--- src/rtl/pair_pkg.sv ---
package pair_pkg;

   typedef enum logic [2:0] {
      OPC_OTHER = 3'd0,
      OPC_MOVE  = 3'd1,
      OPC_CLR   = 3'd2,
      OPC_LEA   = 3'd3,
      OPC_MOVQ  = 3'd4,
      OPC_MOV3Q = 3'd5,
      OPC_ALU   = 3'd6,
      OPC_CMP   = 3'd7
   } opc_e;

   typedef enum logic [1:0] {
      SZ_BYTE = 2'd0,
      SZ_WORD = 2'd1,
      SZ_LONG = 2'd2,
      SZ_RSV  = 2'd3
   } size_e;

   typedef enum logic [1:0] {
      OK_REG  = 2'd0,
      OK_QIMM = 2'd1,
      OK_IMM  = 2'd2,
      OK_MEM  = 2'd3
   } okind_e;

   typedef enum logic [1:0] {
      GRP_NONE  = 2'd0,
      GRP_LOAD  = 2'd1,
      GRP_STORE = 2'd2,
      GRP_ADDR  = 2'd3
   } grp_e;

   typedef enum logic [1:0] {
      SU_NONE   = 2'd0,
      SU_ALU    = 2'd1,
      SU_SHPASS = 2'd2,
      SU_RSV    = 2'd3
   } unit_e;

endpackage

--- src/rtl/pair_sec_gate.sv ---
module pair_sec_gate #(
   parameter int LEN_W   = 2,
   parameter int SEC_LEN = 1
) (
   input  logic [1:0]       s_okind,
   input  logic             s_dmem,
   input  logic [LEN_W-1:0] s_len,
   output logic             sec_ok
);
   import pair_pkg::*;

   localparam logic [LEN_W-1:0] SEC_LEN_V = LEN_W'(SEC_LEN);

   if (LEN_W < 1) begin : g_bad_len_w
      $error("pair_sec_gate: LEN_W must be at least 1");
   end
   if (SEC_LEN < 1 || SEC_LEN >= (1 << LEN_W)) begin : g_bad_sec_len
      $error("pair_sec_gate: SEC_LEN must fit in LEN_W and be non-zero");
   end

   logic len_ok;
   logic no_mem;

   always_comb begin
      len_ok = (s_len == SEC_LEN_V);
      no_mem = (s_okind != OK_MEM) && !s_dmem;
      sec_ok = len_ok && no_mem;
   end

endmodule

--- src/rtl/pair_grp_match.sv ---
module pair_grp_match #(
   parameter int REG_W     = 4,
   parameter bit BYPASS_EN = 1'b0
) (
   input  logic             sec_ok,
   input  logic [2:0]       p_cls,
   input  logic [1:0]       p_size,
   input  logic [REG_W-1:0] p_dst,
   input  logic [1:0]       p_okind,
   input  logic             p_dmem,
   input  logic [2:0]       s_cls,
   input  logic [1:0]       s_size,
   input  logic [REG_W-1:0] s_dst,
   input  logic [REG_W-1:0] s_src,
   input  logic [1:0]       s_okind,
   output logic [1:0]       grp
);
   import pair_pkg::*;

   if (REG_W < 1) begin : g_bad_reg_w
      $error("pair_grp_match: REG_W must be at least 1");
   end

   // primary shapes
   logic p_long, p_mv_long, p_src_reg, p_src_regmem, p_sized;
   // secondary shapes
   logic s_long, s_src_reg, s_src_rq, s_alu_l, s_mv_rr, s_movq, s_cmp_rr;
   // per-group candidates
   logic g1_hit, g2_pri, g2_sec, g3_pri, g3_sec, g3_haz;

   always_comb begin
      p_long       = (p_size == SZ_LONG);
      p_sized      = (p_size != SZ_RSV);
      p_mv_long    = (p_cls == OPC_MOVE) && p_long;
      p_src_reg    = (p_okind == OK_REG);
      p_src_regmem = (p_okind == OK_REG) || (p_okind == OK_MEM);

      s_long    = (s_size == SZ_LONG);
      s_src_reg = (s_okind == OK_REG);
      s_src_rq  = (s_okind == OK_REG) || (s_okind == OK_QIMM);
      s_alu_l   = (s_cls == OPC_ALU) && s_long && s_src_rq;
      s_mv_rr   = (s_cls == OPC_MOVE) && s_long && s_src_reg;
      s_movq    = (s_cls == OPC_MOVQ);
      s_cmp_rr  = (s_cls == OPC_CMP) && s_long && s_src_reg;
   end

   // Group 1: longword move into Rx feeding an ALU op on Rx
   always_comb begin
      g1_hit = p_mv_long && !p_dmem && p_src_regmem && s_alu_l && (s_dst == p_dst);
   end

   // Group 2: store paired with a simple register load
   always_comb begin
      g2_pri = p_dmem && p_sized &&
               (((p_cls == OPC_MOVE) && p_src_reg) || (p_cls == OPC_CLR));
      g2_sec = s_mv_rr || s_movq;
   end

   // Group 3: address-unit result paired with an execute-unit op
   always_comb begin
      g3_pri = !p_dmem &&
               ((p_cls == OPC_LEA) ||
                (p_mv_long && (p_okind == OK_IMM)) ||
                (p_cls == OPC_MOVQ) ||
                ((p_cls == OPC_CLR) && p_long) ||
                (p_cls == OPC_MOV3Q));
      g3_sec = s_alu_l || s_mv_rr || s_movq || s_cmp_rr;
   end

   if (BYPASS_EN) begin : g_bypass
      assign g3_haz = 1'b0;
   end else begin : g_interlock
      logic rd_src, rd_dst;
      always_comb begin
         rd_src = s_src_reg && (s_src == p_dst);
         rd_dst = ((s_cls == OPC_ALU) || (s_cls == OPC_CMP)) && (s_dst == p_dst);
      end
      assign g3_haz = rd_src || rd_dst;
   end

   // fixed priority: load, then store, then address
   always_comb begin
      grp = GRP_NONE;
      if (sec_ok) begin
         if (g1_hit)                         grp = GRP_LOAD;
         else if (g2_pri && g2_sec)          grp = GRP_STORE;
         else if (g3_pri && g3_sec && !g3_haz) grp = GRP_ADDR;
      end
   end

endmodule

--- src/rtl/pair_merge.sv ---
module pair_merge #(
   parameter int REG_W = 4
) (
   input  logic [1:0]       grp,
   input  logic [REG_W-1:0] p_dst,
   input  logic [REG_W-1:0] p_src,
   input  logic [1:0]       p_okind,
   input  logic [REG_W-1:0] s_dst,
   input  logic [REG_W-1:0] s_src,
   input  logic [1:0]       s_okind,
   output logic [REG_W-1:0] dst,
   output logic [1:0]       op1_kind,
   output logic [REG_W-1:0] op1_reg,
   output logic [1:0]       op2_kind,
   output logic [REG_W-1:0] op2_reg,
   output logic [1:0]       sec_unit,
   output logic             store,
   output logic             pri_agen
);
   import pair_pkg::*;

   always_comb begin
      dst      = '0;
      op1_kind = '0;
      op1_reg  = '0;
      op2_kind = '0;
      op2_reg  = '0;
      sec_unit = SU_NONE;
      store    = 1'b0;
      pri_agen = 1'b0;
      unique case (grp)
         GRP_LOAD: begin
            dst      = p_dst;
            sec_unit = SU_ALU;
         end
         GRP_STORE: begin
            dst      = s_dst;
            sec_unit = SU_SHPASS;
            store    = 1'b1;
         end
         GRP_ADDR: begin
            dst      = s_dst;
            sec_unit = SU_ALU;
            pri_agen = 1'b1;
         end
         default: ;
      endcase
      if (grp != GRP_NONE) begin
         op1_kind = p_okind;
         op1_reg  = p_src;
         op2_kind = s_okind;
         op2_reg  = s_src;
      end
   end

endmodule

--- src/rtl/pair_classify.sv ---
module pair_classify #(
   parameter int REG_W     = 4,
   parameter int LEN_W     = 2,
   parameter int SEC_LEN   = 1,
   parameter bit BYPASS_EN = 1'b0
) (
   input  logic             clk,
   input  logic             rst_n,
   input  logic             flush,
   input  logic             in_valid,
   input  logic [2:0]       p_cls,
   input  logic [1:0]       p_size,
   input  logic [REG_W-1:0] p_dst,
   input  logic [REG_W-1:0] p_src,
   input  logic [1:0]       p_okind,
   input  logic             p_dmem,
   input  logic [2:0]       s_cls,
   input  logic [1:0]       s_size,
   input  logic [REG_W-1:0] s_dst,
   input  logic [REG_W-1:0] s_src,
   input  logic [1:0]       s_okind,
   input  logic             s_dmem,
   input  logic [LEN_W-1:0] s_len,
   output logic             pair_valid,
   output logic [1:0]       pair_grp,
   output logic [REG_W-1:0] m_dst,
   output logic [1:0]       m_op1_kind,
   output logic [REG_W-1:0] m_op1_reg,
   output logic [1:0]       m_op2_kind,
   output logic [REG_W-1:0] m_op2_reg,
   output logic [1:0]       m_sec_unit,
   output logic             m_store,
   output logic             m_pri_agen
);
   import pair_pkg::*;

   localparam logic [LEN_W-1:0] SEC_LEN_V = LEN_W'(SEC_LEN);

   if (REG_W < 1 || REG_W > 8) begin : g_bad_reg_w
      $error("pair_classify: REG_W must be between 1 and 8");
   end

   logic             sec_ok;
   logic [1:0]       grp_c;
   logic [REG_W-1:0] dst_c, op1_reg_c, op2_reg_c;
   logic [1:0]       op1_kind_c, op2_kind_c, sec_unit_c;
   logic             store_c, agen_c;
   logic             take;

   pair_sec_gate #(.LEN_W(LEN_W), .SEC_LEN(SEC_LEN)) i_gate (
      .s_okind (s_okind),
      .s_dmem  (s_dmem),
      .s_len   (s_len),
      .sec_ok  (sec_ok)
   );

   pair_grp_match #(.REG_W(REG_W), .BYPASS_EN(BYPASS_EN)) i_match (
      .sec_ok  (sec_ok),
      .p_cls   (p_cls),
      .p_size  (p_size),
      .p_dst   (p_dst),
      .p_okind (p_okind),
      .p_dmem  (p_dmem),
      .s_cls   (s_cls),
      .s_size  (s_size),
      .s_dst   (s_dst),
      .s_src   (s_src),
      .s_okind (s_okind),
      .grp     (grp_c)
   );

   pair_merge #(.REG_W(REG_W)) i_merge (
      .grp      (grp_c),
      .p_dst    (p_dst),
      .p_src    (p_src),
      .p_okind  (p_okind),
      .s_dst    (s_dst),
      .s_src    (s_src),
      .s_okind  (s_okind),
      .dst      (dst_c),
      .op1_kind (op1_kind_c),
      .op1_reg  (op1_reg_c),
      .op2_kind (op2_kind_c),
      .op2_reg  (op2_reg_c),
      .sec_unit (sec_unit_c),
      .store    (store_c),
      .pri_agen (agen_c)
   );

   always_comb take = in_valid && !flush && (grp_c != GRP_NONE);

   always_ff @(posedge clk or negedge rst_n) begin
      if (!rst_n) begin
         pair_valid <= 1'b0;
         pair_grp   <= GRP_NONE;
         m_dst      <= '0;
         m_op1_kind <= '0;
         m_op1_reg  <= '0;
         m_op2_kind <= '0;
         m_op2_reg  <= '0;
         m_sec_unit <= SU_NONE;
         m_store    <= 1'b0;
         m_pri_agen <= 1'b0;
      end else if (take) begin
         pair_valid <= 1'b1;
         pair_grp   <= grp_c;
         m_dst      <= dst_c;
         m_op1_kind <= op1_kind_c;
         m_op1_reg  <= op1_reg_c;
         m_op2_kind <= op2_kind_c;
         m_op2_reg  <= op2_reg_c;
         m_sec_unit <= sec_unit_c;
         m_store    <= store_c;
         m_pri_agen <= agen_c;
      end else begin
         pair_valid <= 1'b0;
         pair_grp   <= GRP_NONE;
         m_dst      <= '0;
         m_op1_kind <= '0;
         m_op1_reg  <= '0;
         m_op2_kind <= '0;
         m_op2_reg  <= '0;
         m_sec_unit <= SU_NONE;
         m_store    <= 1'b0;
         m_pri_agen <= 1'b0;
      end
   end

   AST_ELIG_GATE: assert property (@(posedge clk) disable iff (!rst_n)
      (in_valid && (s_len != SEC_LEN_V || s_okind == OK_MEM || s_dmem)) |=> (pair_grp == GRP_NONE));
   AST_LOAD_UNITS: assert property (@(posedge clk) disable iff (!rst_n)
      (pair_grp == GRP_LOAD) |-> (m_sec_unit == SU_ALU && !m_store && !m_pri_agen));
   AST_STORE_UNITS: assert property (@(posedge clk) disable iff (!rst_n)
      (pair_grp == GRP_STORE) |-> (m_sec_unit == SU_SHPASS && m_store && !m_pri_agen));
   AST_AGEN_ONLY_ADDR: assert property (@(posedge clk) disable iff (!rst_n)
      m_pri_agen |-> (pair_grp == GRP_ADDR));
   AST_IDLE_CLEARS: assert property (@(posedge clk) disable iff (!rst_n)
      !in_valid |=> (!pair_valid && pair_grp == GRP_NONE));
   AST_VALID_MATCHES_GRP: assert property (@(posedge clk) disable iff (!rst_n)
      pair_valid |-> (pair_grp != GRP_NONE));
   AST_FLUSH_CLEARS: assert property (@(posedge clk) disable iff (!rst_n)
      flush |=> (!pair_valid && pair_grp == GRP_NONE && m_sec_unit == SU_NONE));
   AST_NOPAIR_ZERO: assert property (@(posedge clk) disable iff (!rst_n)
      !pair_valid |-> (m_dst == '0 && m_op1_reg == '0 && m_op2_reg == '0 &&
                       m_sec_unit == SU_NONE && !m_store && !m_pri_agen));

   if (!BYPASS_EN) begin : g_haz_chk
      AST_ADDR_RAW_REFUSED: assert property (@(posedge clk) disable iff (!rst_n)
         (in_valid && s_okind == OK_REG && s_src == p_dst) |=> (pair_grp != GRP_ADDR));
   end

endmodule

--- config.mk ---
export PLATFORM = sky130hd
export DESIGN_NAME = pair_classify
export DESIGN_NICKNAME = d
export VERILOG_FILES = /design/src/rtl/pair_pkg.sv /design/src/rtl/pair_sec_gate.sv /design/src/rtl/pair_grp_match.sv /design/src/rtl/pair_merge.sv /design/src/rtl/pair_classify.sv
export SDC_FILE = /design/constraint.sdc
export NUM_CORES = 1
export LEC_CHECK = 0
export ABC_AREA = 1
export BUFFER_PORTS_ARGS = -buffer_cell sky130_fd_sc_hd__buf_2
export CORE_UTILIZATION = 45
export CTS_BUF_LIST = sky130_fd_sc_hd__clkbuf_4
export CTS_CLUSTER_SIZE = 8
export DETAILED_ROUTE_END_ITERATION = 10
export MAX_ROUTING_LAYER = met4
export PLACE_DENSITY = 0.78
export SYNTH_ARGS = -nofsm -noshare
export SYNTH_HDL_FRONTEND = slang
export SYNTH_SLANG_ARGS = --single-unit
--- constraint.sdc ---
create_clock -name clk -period 0.8 [get_ports clk]
set_input_delay 0.16 -clock clk [delete_from_list [all_inputs] [get_ports clk]]
set_output_delay 0.16 -clock clk [all_outputs]
set_load 0.01 [all_outputs]
==> results of run 1 <==
-- cells in the mapped netlist, drive strengths merged --
| cell | instances | area share |
|---|---|---|
| nand4 | 2 | 0.0097 |
| nor2 | 38 | 0.15 |
| and2 | 1 | 0.0049 |
| nor3b | 1 | 0.0058 |
| ha | 2 | 0.019 |
| a21oi | 7 | 0.027 |
| nand2 | 49 | 0.15 |
| dfrtp | 21 | 0.41 |
| buf | 3 | 0.027 |
| inv | 39 | 0.12 |
| xnor2 | 1 | 0.0068 |
| o21ai | 1 | 0.0039 |
| nand3 | 15 | 0.072 |
-- cell families after synthesis --
kind of cell	after synthesis
and+or+nand+nor	106
DFF	21
xor gates and xnor gates	1
buffers and inverters	42
adders and majority gates	2
AOI/OAI and AO/OA	8
-- power groups by stage --
stage	combinational, mW	clock (mW)	sequential, mW
global route	0.480	0.601	1.06
CTS	0.414	0.534	1.06
global placement	0.386	0	1.08
detailed placement	0.390	0	1.08
finish	0.427	0.552	1.06
floorplan	0.169	0	1.08
-- through the flow --
stage | setup WS (ps) | power, mW
global placement | -939 | 1.47
detailed placement | -1000 | 1.47
finish | -505 | 2.04
CTS | -535 | 2.01
floorplan | -693 | 1.25
global route | -648 | 2.14
-- worst paths after layout --
check                                end  slack, ps  depth (start not counted)
worst max-delay path       m_op1_kind[0]       -510                         14
worst min-delay path        m_op1_reg[3]         40                          3
max in group asynchronous  m_op1_kind[0]        140                          2
min in group asynchronous   m_op1_reg[3]        330                          2
-- layout make-up --
type	instances	area, sq um	area share
clock buffers	4	30.0	0.0160
inverters	39	176	0.0938
multi-input cells	117	629	0.335
flip-flops and latches	21	526	0.279
well taps	31	38.8	0.0206
repair buffers	78	469	0.250
repair inverters	1	11.3	0.00599
-- layer usage --
| layer | GRT usage | up-vias | wire length, microns | share of wire |
|---|---|---|---|---|
| li1 | - | 688 | - | - |
| met1 | 0.251 | 585 | 1310 | 0.45 |
| met2 | 0.339 | 49 | 1410 | 0.48 |
| met3 | 0.0164 | 4 | 150 | 0.052 |
| met4 | 0.0714 | 0 | 38 | 0.013 |
| met5 | - | - | 0 | 0 |
-- critical path, cell delays in order --
cell,delay (ps)
buf_12,110
inv_12,50
ha_4,190
nor2_2,70
nand2_1,50
nor2_1,100
nand4_1,110
nor2_2,150
inv_1,50
nand2_1,70
nand3_2,100
nand2_4,180
inv_8,80
nor2_2,80
-- timing repair --
item | 4_1_cts | 5_1_grt
setup buffers | 1 | 1
pin swaps | 5 | 0
gates cloned | 1 | 0
setup endpoints to repair | 44 | 44
hold buffers | 1 | 0
endpoints found under the hold margin | 21 | 0
gates resized for setup | 16 | 8
==> flow_summary.yaml, run 1 <==
run_status:
  outcome: "complete, but fails checks"
  violations: "setup timing"
drt:
  antenna_left: 0
  dr.pass1.iters: 4
  dr_total_vias: 1326
  finalWirelength_mm: 2.91
  viasPerCell: 4.56
  post_drt_wl_per_cell_microns: 10.0
  drt_iter0_markers: 50
  remaining_drc_errors: 0
synthesis:
  synth_compound_area_frac: 0.0311
  synth-adder-area-share: 0.0194
  synth_top_family_by_area: "simple AND/OR/NAND/NOR gates"
  synth_cell_types: 21
  synth-seq-area-share: 0.408
  ys_seq_elements: 21
  syn_nets: 220
  muxShareOfSynthArea: 0
  synthCells: 180
  synth_area_sq_mm: 0.00129
  synth_xor_area_frac: 0.00680
  yosys_warnings: 0
  synth.avg_cell_area_sq_um: 7.16
  synth-simple-area-share: 0.392
worst_setup_path:
  path_max_fanout: 8
  crit_required_ps: 1050
  crit_path_start_kind: "primary input"
  crit_path_end_kind: "flop"
  startpoint: "p_okind[1]"
  cp.arrival_ps: 1550
  crit_type: "primary input to flop"
sta:
  fmax_mhz: 766
  rsz0062_at_grt: "true"
  tightest_slew_ps: 465
  slew_headroom: 0.690
  period_share: 1.63
  fin_hold_ws_ps: 39.0
  slew_violations: 0
  setup_viol: 44
  period_needed_ps: 1310
  worst_slack_ps: -505
  fin_tns_setup_ps: -13750
  hold_viol: 0
power_and_ir_drop:
  switching_power_uw: 554
  seq_power_share: 0.520
  internal-power_mw: 1.49
  peakVddDrop_uv: 1210
  cellLeakagePower_nw: 1.14
  p_comb_frac: 0.209
  p_clk_frac: 0.270
  p_per_area_mw_per_mm2: 1090
  p_sw_frac: 0.272
cts:
  ctsHtreeMaxLevel: 1
  clk_pin_slew_ps: 120
  cts_buffer_depth: 2
  clockRootBuffer: "clkbuf_4"
  cts_tree: "built"
  cts_num_sinks: 21
  numCtsBuffers: 3
hold_path:
  worstHoldStart: "p_src[3]"
  min_path_type: "primary input to flop"
cells_and_area:
  final_cell_mix: "buf_2, nand2_1, inv_1"
  n_fill_cell: 241
  layout.cells.non_filler: 291
  design_area_sq_mm: 0.00188
  antenna_cells: 0
  mostFrequentLayoutCell: "buf_2"
  nNetsFinal: 301
  drive_above_1_share: 0.446
  fin_util: 0.688
  syn2layout_area_growth_pct: 45.9
grt:
  grt_start_max_net_pins: 22
  grt_pass1_vias: 1190
  antenna_found_initial: 0
  overflow: 0
  grt_usage: 0.200
  grt_pass1_wl_mm: 4.81
floorplanning:
  coreArea_sq_mm: 0.00273
  initial_core_util: 0.471
  boundaryPins: 61
  rows: 19
  die_x_microns: 55.5
  fp.dieH_microns: 55.5
  die_area_sq_mm: 0.00308
placed_design:
  place_hpwl_mm: 2.12
  placed_cell_area_sq_mm: 0.00174
  place.gp.congestion: 0.890
  dp_cells: 283
  io_buffers: 60
flow_run:
  drv_cap: 0
Note: power is estimated with default switching activity, not from simulation.
==> run 2: changes to the inputs <==
--- a/config.mk
+++ b/config.mk
@@ -7,12 +7,14 @@
 export LEC_CHECK = 0
 export ABC_AREA = 1
 export BUFFER_PORTS_ARGS = -buffer_cell sky130_fd_sc_hd__buf_2
-export CORE_UTILIZATION = 45
+export CORE_ASPECT_RATIO = 0.7
+export CORE_UTILIZATION = 38
 export CTS_BUF_LIST = sky130_fd_sc_hd__clkbuf_4
 export CTS_CLUSTER_SIZE = 8
 export DETAILED_ROUTE_END_ITERATION = 10
+export GPL_TIMING_DRIVEN = 0
 export MAX_ROUTING_LAYER = met4
-export PLACE_DENSITY = 0.78
+export PLACE_DENSITY = 0.68
 export SYNTH_ARGS = -nofsm -noshare
 export SYNTH_HDL_FRONTEND = slang
 export SYNTH_SLANG_ARGS = --single-unit
==> run 2 against run 1 <==
The flow still finishes with violations (setup timing). Sequential share of layout area is 0.31 points lower. Utilization is 9.2 points lower. Flip-flop and latch count stayed put. Clock power is 4.5% lower. Design area is 1.1% higher. Setup slack worse by 110 ps. Non-clock buffer count is 4 lower. Global-route usage is 1.5 points lower. Fmax is 7.5% lower. Worst hold slack better by 18 ps. Wire length is 3.9% higher. Critical path depth is 1 higher. Largest power group unchanged.
==> flow_summary.yaml, run 2 (synthesis results as in run 1) <==
power_and_ir_drop:
  cellLeakagePower_nw: 1.14
  peakVddDrop_uv: 644
  seq_power_share: 0.540
  switching_power_uw: 513
  p_comb_frac: 0.191
  p_sw_frac: 0.261
  p_per_area_mw_per_mm2: 1030
  internal-power_mw: 1.45
  p_clk_frac: 0.268
cts:
  numCtsBuffers: 3
  cts_tree: "built"
  clk_pin_slew_ps: 110
  cts_buffer_depth: 2
  clockRootBuffer: "clkbuf_4"
  cts_num_sinks: 21
  ctsHtreeMaxLevel: 1
sta:
  fmax_mhz: 708
  period_share: 1.76
  rsz0062_at_grt: "true"
  period_needed_ps: 1410
  slew_headroom: 0.696
  setup_viol: 44
  hold_viol: 0
  tightest_slew_ps: 456
  worst_slack_ps: -612
  slew_violations: 0
drt:
  post_drt_wl_per_cell_microns: 10.3
  antenna_left: 0
  dr_total_vias: 1272
  dr.pass1.iters: 4
  remaining_drc_errors: 0
  finalWirelength_mm: 3.02
  drt_iter0_markers: 18
  viasPerCell: 4.34
cells_and_area:
  antenna_cells: 0
  final_cell_mix: "buf_2, nand2_1, inv_1"
  design_area_sq_mm: 0.00190
  nNetsFinal: 296
  syn2layout_area_growth_pct: 47.6
  drive_above_1_share: 0.435
  mostFrequentLayoutCell: "buf_2"
worst_setup_path:
  crit_type: "primary input to flop"
  startpoint: "p_okind[1]"
  crit_path_start_kind: "primary input"
  critPathSlowestCell: "ha_4"
  path_max_fanout: 5
  cp.arrival_ps: 1610
  crit_required_ps: 1000
  crit_path_end_kind: "flop"
  path_cells: "buf_12 > inv_12 > ha_4 > nor2_1 > nand2_1 > nor2_2 > nand4_1 > nor2_2 > buf_4 > nor2_4 > nand3_4 > nand2_4 > inv_6 > buf_16 > nor2_4"
  max_stage_delay_ps: 180
grt:
  grt_pass1_vias: 1167
  grt_pass1_wl_mm: 4.95
  overflow: 0
  antenna_found_initial: 0
  grt_start_max_net_pins: 22
  grt_usage: 0.185
placed_design:
  detailedPlace.worstSlack_ps: -1080
  io_buffers: 60
  place.gp.congestion: 0.877
  place_hpwl_mm: 2.24
  placed_cell_area_sq_mm: 0.00167
floorplanning:
  boundaryPins: 61
  fp.dieH_microns: 50.7
  die_area_sq_mm: 0.00363
  rows: 17
  die_x_microns: 71.6
  initial_core_util: 0.404
  coreArea_sq_mm: 0.00319
flow_run:
  drv_cap: 0
hold_path:
  min_path_type: "primary input to flop"
  worstHoldStart: "p_src[3]"
run_status:
  violations: "setup timing"
  outcome: "complete, but fails checks"
[run 2: changes by cell type in the layout (fill, tap and decap cells not counted), moves of 2 or more]
cell     delta
inv_2       -2
nand2_1     -2
nand2_2     +2
buf_4      -10
buf_6       +5
[run 2: metal layers]
layer	vias to the layer above	global-route usage	wire length, microns
met5	-	-	0
met4	0	0.0294	14
met3	2	0.0622	226
met2	49	0.310	1320
met1	542	0.223	1460
li1	679	-	-
[run 2: worst paths after layout]
check	endpoint	cells after the start
setup / recovery	m_op2_reg[1]	15
min in group asynchronous	m_op1_reg[0]	2
max in group asynchronous	m_op2_reg[1]	2
hold / removal	m_op1_reg[3]	3
[run 2: cell type report]
cell class                 count  area (sq um)
timing repair buffer          71           450
fill                         292          1290
multi-input combinational    117           634
buffer                         3          42.5
clock buffer                   4          30.0
inverter                      39           171
sequential                    21           526
tap                           38          47.5
[run 2: worst max-delay path, delay by kind of cell]
family / cells / cell delay [ps]
AND/OR/NAND/NOR: 9 / 740
buffers and inverters: 5 / 510
adder cells (fa/ha/maj): 1 / 180
[run 2: power by group through the flow]
stage | clock [mW] | sequential [mW] | combinational [mW]
3_5_place_dp | 0 | 1.08 | 0.346
2_1_floorplan | 0 | 1.08 | 0.169
3_3_place_gp | 0 | 1.08 | 0.340
5_1_grt | 0.586 | 1.06 | 0.432
6_report | 0.527 | 1.06 | 0.376
4_1_cts | 0.554 | 1.06 | 0.374
[run 2: per-stage QoR]
| step | TNS [ps] | utilization | hold WS (ps) | instances | power [mW] |
|---|---|---|---|---|---|
| 6_report | -16010 | 0.596 | 57.1 | 293 | 1.97 |
| 3_5_place_dp | -20340 | 0.523 | 146 | 278 | 1.43 |
| 2_1_floorplan | -12150 | - | -136 | 180 | 1.25 |
| 4_1_cts | -15300 | 0.584 | 50.7 | 291 | 1.99 |
| 3_3_place_gp | -19760 | 0.523 | 135 | 278 | 1.42 |
| 5_1_grt | -18480 | 0.596 | 44.8 | 293 | 2.08 |
[run 2: timing repair]
action | in CTS | in global routing
pin swaps | 7 | 0
endpoints found under the setup margin | 44 | 44
hold endpoints to repair | 21 | 0
gates resized for setup | 20 | 8
hold buffers | 1 | 0
gates cloned | 1 | 0
buffers inserted | 7 | 3
==> run 3: changes to the inputs <==
--- a/config.mk
+++ b/config.mk
@@ -15,6 +15,7 @@
 export GPL_TIMING_DRIVEN = 0
 export MAX_ROUTING_LAYER = met4
 export PLACE_DENSITY = 0.68
+export SETUP_SLACK_MARGIN = 0.15
 export SYNTH_ARGS = -nofsm -noshare
 export SYNTH_HDL_FRONTEND = slang
 export SYNTH_SLANG_ARGS = --single-unit
==> run 3 against run 2 <==
The run ends with hold timing, setup timing left. Wire length grew 1.4%. Via count grew 0.39%. Setup slack gained 15 ps. Critical path depth is the same. Cell count grew 0.34%. Utilization grew 3.3 points. Non-clock buffer count grew 1. Clock-buffer cell count shrank 1. Sequential share of layout area shrank 1.4 points. Fmax grew 1.1%. Sequential power is essentially flat. Global-route usage grew 0.13 points. Critical endpoint is now m_dst[2]. Largest cell class unchanged.
==> flow_summary.yaml, run 3 (synthesis results as in run 1) <==
sta:
  setup_viol: 44
  period_needed_ps: 1400
  slew_headroom: 0.700
  fin_hold_ws_ps: -210
  fin_tns_setup_ps: -15170
  hold_viol: 21
  period_share: 1.75
  slew_violations: 0
  fmax_mhz: 716
  worst_slack_ps: -597
  tightest_slew_ps: 450
  rsz0062_at_grt: "true"
cells_and_area:
  design_area_sq_mm: 0.00201
  antenna_cells: 0
  nNetsFinal: 297
  mostFrequentLayoutCell: "buf_2"
  syn2layout_area_growth_pct: 55.6
  final_cell_mix: "buf_2, nand2_1, inv_1"
  drive_above_1_share: 0.473
grt:
  grt_pass1_wl_mm: 5.09
  grt_start_max_net_pins: 22
  grt_pass1_vias: 1195
  antenna_found_initial: 0
  use_met2: 0.289
  busiest_layer: "met2"
  overflow: 0
  met1_usage: 0.249
  use_met3: 0.0582
  grt_usage: 0.187
drt:
  finalWirelength_mm: 3.06
  dr_total_vias: 1277
  remaining_drc_errors: 0
  viasPerCell: 4.34
  drt_iter0_markers: 37
  post_drt_wl_per_cell_microns: 10.4
  antenna_left: 0
  dr.pass1.iters: 4
placed_design:
  place_hpwl_mm: 2.22
  io_buffers: 60
  place.gp.congestion: 0.867
  placed_cell_area_sq_mm: 0.00168
cts:
  cts_buffer_depth: 2
  cts_num_sinks: 21
  cts_tree: "built"
  clockRootBuffer: "clkbuf_4"
  ctsHtreeMaxLevel: 1
  numCtsBuffers: 3
  clk_pin_slew_ps: 110
power_and_ir_drop:
  seq_power_share: 0.545
  p_sw_frac: 0.273
  p_per_area_mw_per_mm2: 971
  p_clk_frac: 0.249
  p_total_mw: 1.95
  p_comb_frac: 0.205
  cellLeakagePower_nw: 1.16
  internal-power_mw: 1.42
  switching_power_uw: 532
  peakVddDrop_uv: 788
run_status:
  violations: "hold timing, setup timing"
  outcome: "complete, but fails checks"
worst_setup_path:
  max_stage_delay_ps: 190
  cp.arrival_ps: 1630
  crit_top_cell: "nor2_2"
  crit_required_ps: 1030
  path_max_fanout: 5
  crit_path_start_kind: "primary input"
  path_cells: "buf_12 > inv_12 > ha_4 > nor2_2 > nand2_1 > nor2_1 > nand4_1 > nor2_2 > inv_1 > nand2_2 > nand3_4 > nand2_4 > inv_8 > buf_8 > a21oi_2"
  crit_path_end_kind: "flop"
  critPathSlowestCell: "ha_4"
  crit_type: "primary input to flop"
hold_path:
  min_path_type: "primary input to async pin"
floorplanning:
  die_x_microns: 71.6
  boundaryPins: 61
  fp.dieH_microns: 50.7
  initial_core_util: 0.404
  rows: 17
  die_area_sq_mm: 0.00363
  coreArea_sq_mm: 0.00319
flow_run:
  drv_cap: 0
run 3: cell types whose count changed in the layout (fill, tap and decap cells not counted), moves of 2 or more:
cell | previous run | this run
inv_1 | 34 | 32
buf_2 | 56 | 54
buf_4 | 6 | 4
nor2_1 | 21 | 17
nor2_2 | 13 | 7
inv_2 | 1 | 3
nor2_4 | 4 | 14
buf_6 | 8 | 13
run 3: worst max path at each step:
stage / from / to / slack [ps] / depth (start not counted)
finish: p_okind[1] / m_dst[2] / -600 / 15
global route: p_okind[1] / m_dst[0] / -690 / 13
CTS: p_okind[1] / m_dst[0] / -560 / 15
global placement: p_okind[1] / m_op2_reg[0] / -1040 / 15
floorplan: p_okind[1] / m_op2_reg[0] / -690 / 14
detailed placement: p_okind[1] / m_op2_reg[0] / -1050 / 15
run 3: worst max-delay path, delay by kind of cell:
| kind | cells | cell delay, ps |
|---|---|---|
| and+or+nand+nor | 8 | 760 |
| adders and majority gates | 1 | 190 |
| AOI/OAI and AO/OA | 1 | 100 |
| buffers and inverters | 5 | 410 |
run 3: cell type report:
cell class	instances	area, sq um
fill	292	1180
multi-input combinational	117	702
sequential	21	526
timing repair buffer	72	487
inverter	39	174
tap	38	47.5
buffer	3	42.5
clock buffer	3	22.5
clock inverter	1	5.00
run 3: timing repair:
item / CTS / global route
hold endpoints to repair: 21 / 21
cloned: 1 / 0
pin swaps: 12 / 3
setup buffers: 9 / 2
endpoints found under the setup margin: 44 / 44
resized for setup: 24 / 28
run 3: layer usage:
layer / wire [microns] / vias up / part of all wire
met5: 0 / - / 0
met4: 4 / 0 / 0.0013
met3: 234 / 2 / 0.076
met2: 1360 / 42 / 0.45
met1: 1460 / 552 / 0.48
li1: - / 681 / -
run 3: per-stage QoR:
step / setup WS [ps] / util / cells / hold slack (ps)
6_report: -597 / 0.629 / 294 / -210
5_1_grt: -690 / 0.629 / 294 / -201
4_1_cts: -560 / 0.591 / 292 / -201
3_5_place_dp: -1050 / 0.525 / 278 / 136
3_3_place_gp: -1040 / 0.525 / 278 / 135
2_1_floorplan: -693 / - / 180 / -136
run 3: power by group through the flow:
stage,sequential [mW],combinational [mW],clock [mW]
after floorplan,1.08,0.169,0
final,1.06,0.400,0.486
after global routing,1.06,0.452,0.568
after global placement,1.08,0.340,0
after CTS,1.06,0.374,0.516
after detailed placement,1.08,0.345,0
